==> src/rtl/simd_addsub_pkg.sv <==
package simd_addsub_pkg;
  localparam int VEC_W = 128;
  localparam int NUM_SIZES = 3;

  typedef enum logic [1:0] {
    SZ_BYTE = 2'd0,
    SZ_HALF = 2'd1,
    SZ_WORD = 2'd2,
    SZ_RSVD = 2'd3
  } elem_size_e;

  typedef enum logic [1:0] {
    RM_WRAP  = 2'd0,
    RM_CLAMP = 2'd1,
    RM_CARRY = 2'd2,
    RM_RSVD  = 2'd3
  } res_mode_e;

  typedef struct packed {
    logic sub;
    logic sgn;
  } arith_ctl_t;
endpackage

==> src/rtl/simd_lane.sv <==
module simd_lane #(
  parameter int W = 8
) (
  input  logic [W-1:0] a,
  input  logic [W-1:0] b,
  input  simd_addsub_pkg::arith_ctl_t ctl,
  output logic [W-1:0] wrap,
  output logic [W-1:0] clamp,
  output logic         cout,
  output logic         sat
);
  logic [W-1:0] b_eff;
  logic [W:0]   ext;
  logic         s_ovf;
  logic         u_ovf;

  // subtraction is a + ~b + 1; carry out then means "no borrow"
  assign b_eff = ctl.sub ? ~b : b;
  assign ext   = {1'b0, a} + {1'b0, b_eff} + {{W{1'b0}}, ctl.sub};
  assign wrap  = ext[W-1:0];
  assign cout  = ext[W];

  assign s_ovf = (a[W-1] == b_eff[W-1]) && (wrap[W-1] != a[W-1]);
  assign u_ovf = ctl.sub ? ~cout : cout;
  assign sat   = ctl.sgn ? s_ovf : u_ovf;

  always_comb begin
    if (!sat) begin
      clamp = wrap;
    end else if (ctl.sgn) begin
      clamp = wrap[W-1] ? {1'b0, {(W-1){1'b1}}} : {1'b1, {(W-1){1'b0}}};
    end else begin
      clamp = ctl.sub ? {W{1'b0}} : {W{1'b1}};
    end
  end
endmodule

==> src/rtl/simd_lane_array.sv <==
module simd_lane_array #(
  parameter int VEC = 128,
  parameter int W   = 8
) (
  input  logic [VEC-1:0] a,
  input  logic [VEC-1:0] b,
  input  simd_addsub_pkg::arith_ctl_t ctl,
  output logic [VEC-1:0] wrap_v,
  output logic [VEC-1:0] clamp_v,
  output logic [VEC-1:0] carry_v,
  output logic           sat_any
);
  localparam int N = VEC / W;

  logic [N-1:0] sat_l;

  for (genvar i = 0; i < N; i++) begin : g_lane
    localparam int HI = VEC - 1 - i * W;  // lane 0 at the top
    logic cout_l;

    simd_lane #(.W(W)) u_lane (
      .a     (a[HI -: W]),
      .b     (b[HI -: W]),
      .ctl   (ctl),
      .wrap  (wrap_v[HI -: W]),
      .clamp (clamp_v[HI -: W]),
      .cout  (cout_l),
      .sat   (sat_l[i])
    );

    assign carry_v[HI -: W] = {{(W-1){1'b0}}, cout_l};
  end

  assign sat_any = |sat_l;
endmodule

==> src/rtl/simd_sat_sticky.sv <==
module simd_sat_sticky (
  input  logic clk,
  input  logic rst,
  input  logic set,
  input  logic clr,
  output logic q
);
  always_ff @(posedge clk) begin
    if (rst) begin
      q <= 1'b0;
    end else if (set) begin
      q <= 1'b1;
    end else if (clr) begin
      q <= 1'b0;
    end
  end
endmodule

==> src/rtl/simd_addsub_unit.sv <==
module simd_addsub_unit
  import simd_addsub_pkg::*;
#(
  parameter int VEC   = VEC_W,
  parameter int MIN_W = 8
) (
  input  logic           clk,
  input  logic           rst,
  input  logic           in_valid,
  input  logic           op_sub,
  input  logic [1:0]     elem_size,
  input  logic           is_signed,
  input  logic [1:0]     res_mode,
  input  logic [VEC-1:0] opnd_a,
  input  logic [VEC-1:0] opnd_b,
  input  logic           sat_clear,
  output logic           out_valid,
  output logic [VEC-1:0] result,
  output logic           sat_sticky
);
  arith_ctl_t ctl;
  assign ctl.sub = op_sub;
  assign ctl.sgn = is_signed;

  logic [VEC-1:0] wrap_s  [NUM_SIZES];
  logic [VEC-1:0] clamp_s [NUM_SIZES];
  logic [VEC-1:0] carry_s [NUM_SIZES];
  logic [NUM_SIZES-1:0] sat_s;

  for (genvar g = 0; g < NUM_SIZES; g++) begin : g_size
    simd_lane_array #(.VEC(VEC), .W(MIN_W << g)) u_arr (
      .a       (opnd_a),
      .b       (opnd_b),
      .ctl     (ctl),
      .wrap_v  (wrap_s[g]),
      .clamp_v (clamp_s[g]),
      .carry_v (carry_s[g]),
      .sat_any (sat_s[g])
    );
  end

  logic [VEC-1:0] res_d;
  logic           sat_hit;
  logic           size_ok;

  assign size_ok = (elem_size != SZ_RSVD);

  always_comb begin
    res_d = '0;
    if (size_ok) begin
      unique case (res_mode)
        RM_WRAP:  res_d = wrap_s[elem_size];
        RM_CLAMP: res_d = clamp_s[elem_size];
        RM_CARRY: res_d = (elem_size == SZ_WORD) ? carry_s[NUM_SIZES-1] : '0;
        default:  res_d = '0;
      endcase
    end
  end

  assign sat_hit = in_valid && size_ok && (res_mode == RM_CLAMP) && sat_s[elem_size];

  always_ff @(posedge clk) begin
    if (rst) begin
      out_valid <= 1'b0;
      result    <= '0;
    end else begin
      out_valid <= in_valid;
      if (in_valid) begin
        result <= res_d;
      end
    end
  end

  simd_sat_sticky u_sticky (
    .clk (clk),
    .rst (rst),
    .set (sat_hit),
    .clr (sat_clear),
    .q   (sat_sticky)
  );
endmodule

==> config.mk <==
export PLATFORM = sky130hd
export DESIGN_NAME = simd_addsub_unit
export DESIGN_NICKNAME = d
export VERILOG_FILES = /design/src/rtl/simd_addsub_pkg.sv /design/src/rtl/simd_lane.sv /design/src/rtl/simd_lane_array.sv /design/src/rtl/simd_sat_sticky.sv /design/src/rtl/simd_addsub_unit.sv
export SDC_FILE = /design/constraint.sdc
export NUM_CORES = 1
export LEC_CHECK = 0
export CELL_PAD_IN_SITES_DETAIL_PLACEMENT = 2
export CELL_PAD_IN_SITES_GLOBAL_PLACEMENT = 2
export CORE_AREA = 2 2 362 364
export CTS_BUF_LIST = sky130_fd_sc_hd__clkbuf_8
export DETAILED_ROUTE_END_ITERATION = 16
export DIE_AREA = 0 0 364 366
export PLACE_DENSITY_LB_ADDON = 0.1
export SETUP_SLACK_MARGIN = 0.4
export SYNTH_ARGS = -nofsm -noshare
export SYNTH_HDL_FRONTEND = slang
export SYNTH_HIERARCHICAL = 1
export SYNTH_SLANG_ARGS = --single-unit
export TNS_END_PERCENT = 5
==> constraint.sdc <==
create_clock -name clk -period 7.8 [get_ports clk]
set_input_delay 1.95 -clock clk [delete_from_list [all_inputs] [get_ports clk]]
set_output_delay 1.95 -clock clk [all_outputs]
set_load 0.05 [all_outputs]
==> flow_summary.yaml <==
run_status:
  status: "finished clean"
power:
  power_leakage_uw: 0.02079
  internal_power_uw: 3706
  powerDensity_nw_per_um2: 158.5
  p_sw_uw: 4314
  power_frac_clock_pct: 9.3
  ir_worst_vdd_mv: 0.1500
  pwr-share-comb_pct: 81.4
  swShare_pct: 53.79
  p_seq_share_pct: 9.3
clock_network:
  cts_buffers: 17
  cts_resized: 0
  cts_max_path_buffers: 2
  clkTransAtPathRegs_ns: 0.10
  post_cts_buffers: 0
  cts_root_buf: "clkbuf_8"
  cts_tree: "yes"
  cts.sinks: 130
  htree_num_levels: 4
  worstSkewPairLatency_ns: 0.62
  cts_hold_buf: 0
placed_design:
  place_ws_ns: 0.4711
  place_hpwl_mm: 149.3
  numPortBuffers: 395
  placed_cell_area_um2: 50190
  gp_congestion: 0.9030
critical_path:
  crit_fanout: 18
  crit_type: "input port to flop"
  cp-start-kind: "input port"
  worstPathArrival_ns: 7.18
  critPathRequiredTime_ns: 8.31
  cp-end-kind: "flop"
layout:
  fin_nets: 6399
  final_cell_area_um2: 50600
  finalCoreUtilization_pct: 39.23
  multi_input_area_um2: 38370
  final_layout_size_suffix_gt1_share_pct: 11.65
  synthToLayoutAreaGrowth_pct: 10.94
  final.fill_count: 14821
  ff_latch_area_um2: 2603
timing:
  slew_headroom_pct: 20.33
  fin_crit_ns: 6.674
  setup_viol: 0
  drv_slew: 0
  grt_setup_unrepaired: "no"
  finalHoldViolations: 0
  skew_ns: 0
  finalCritPeriodShare_pct: 85.56
  tightestPinTransition_ns: 1.195
  fin_ws_ns: 1.126
  tns_ns: 0
  timing.fmax_mhz: 149.8
logic_synthesis:
  yosys_warnings: 6
  synthCells: 5587
  syn-cell-area_um2: 45620
  syn_area_per_cell_um2: 8.165
floorplanning:
  die-area_um2: 133200
  die_w_um: 364
  die_h_um: 366
  start_util_pct: 35.36
  coreArea_um2: 129000
  placementRows: 132
  ios: 396
min_path:
  hp-class: "flop to flop"
routing:
  wl_met2_mm: 92.29
  firstDrtPassIters: 8
  m1WireLength_mm: 90.61
  met3WireLength_mm: 5.882
  drt-total-wl_mm: 194.2
  via_per_inst: 6.068
  wl_per_cell_um: 25.86
  drt_iter0_drc: 2564
  ant_nets: 0
  vias: 45553
  remaining_drc_errors: 0
  routed.top_layer: "met5"
global_route:
  grt_pass1_wl_mm: 298.0
  grt_usage_pct: 28.32
  grt_pass1_vias: 48247
  grt_max_degree: 148
  grt_overflow: 0
  grt_antenna_before_repair: 7
run:
  cap_violations: 0
## worst max-delay path, cell delays in order
cell	delay, ns
clkdlybuf4s50_1	0.77
mux2i_1	0.42
fa_1	0.28
nand2b_1	0.16
a21oi_1	0.13
a2111oi_4	0.48
nor2_2	0.15
a211o_1	0.35
a221o_1	0.39
and4b_1	0.22
or3_4	0.54
or4_1	0.49
mux2_2	0.27
a22oi_1	0.33
nor3_1	0.10
inv_1	0.09
a21oi_2	0.05
## cells in the final DEF, fill, tap and decap left out, types with 78 or more instances in the layout
cell,n
mux2_1,142
clkdlybuf4s50_1,391
nand2b_1,79
a32oi_1,129
inv_1,570
nor2_1,190
a21oi_1,232
o31ai_1,145
dfxtp_1,130
o21ai_1,78
buf_4,88
xor2_1,482
o21ai_2,90
a221oi_1,237
nand2_1,169
a21o_1,118
xnor2_1,196
o21ai_0,119
ha_1,356
conb_1,124
o211ai_1,120
## per-layer routing
layer / track usage (%) / up-vias
li1: - / 21247
met2: 48.27 / 803
met4: 8.387 / 6
met1: 37.84 / 23315
met3: 2.068 / 182
met5: 0 / -
## power by group through the flow
| stage | clock (uW) | combinational, uW | sequential, uW |
|---|---|---|---|
| floorplan | 0 | 4620 | 874 |
| global placement | 0 | 6290 | 764 |
| detailed placement | 0 | 6470 | 764 |
| CTS | 781 | 6510 | 749 |
| global route | 797 | 7100 | 751 |
| finish | 746 | 6530 | 749 |
## flip-flops by register name (all words and copies together) (netlist names)
register / count
out_valid: 1
result: 128
u_sticky/q: 1
## final cells by class
cell class              instances  share of cell area [%]
diodes                          3                 0.01483
flip-flops and latches        130                   5.143
well taps                    1742                   4.307
clock buffers                  19                  0.5168
clock inverters                13                  0.2843
multi-input cells            4535                   75.83
repair buffers                496                   9.663
inverters                     569                   4.245
## path summary, 6_finish.rpt
kind	start	to	slack, ns	depth (start not counted)
setup / recovery	opnd_b[0]	u_sticky/q	1.13	17
hold / removal	result[83]	result[83]	0.48	2
setup reg to reg	u_sticky/q	u_sticky/q	6.93	2
hold reg to reg	result[83]	result[83]	0.48	2
## per-stage QoR
| stage | cells | hold slack, ns | total power [uW] |
|---|---|---|---|
| 2_1_floorplan | 5710 | 0.7084 | 5497 |
| 3_3_place_gp | 7472 | 0.4518 | 7059 |
| 3_5_place_dp | 7472 | 0.4590 | 7235 |
| 4_1_cts | 7504 | 0.4860 | 8043 |
| 5_1_grt | 7506 | 0.5133 | 8650 |
| 6_report | 7507 | 0.4812 | 8021 |
(Power assumes the default switching activity.)
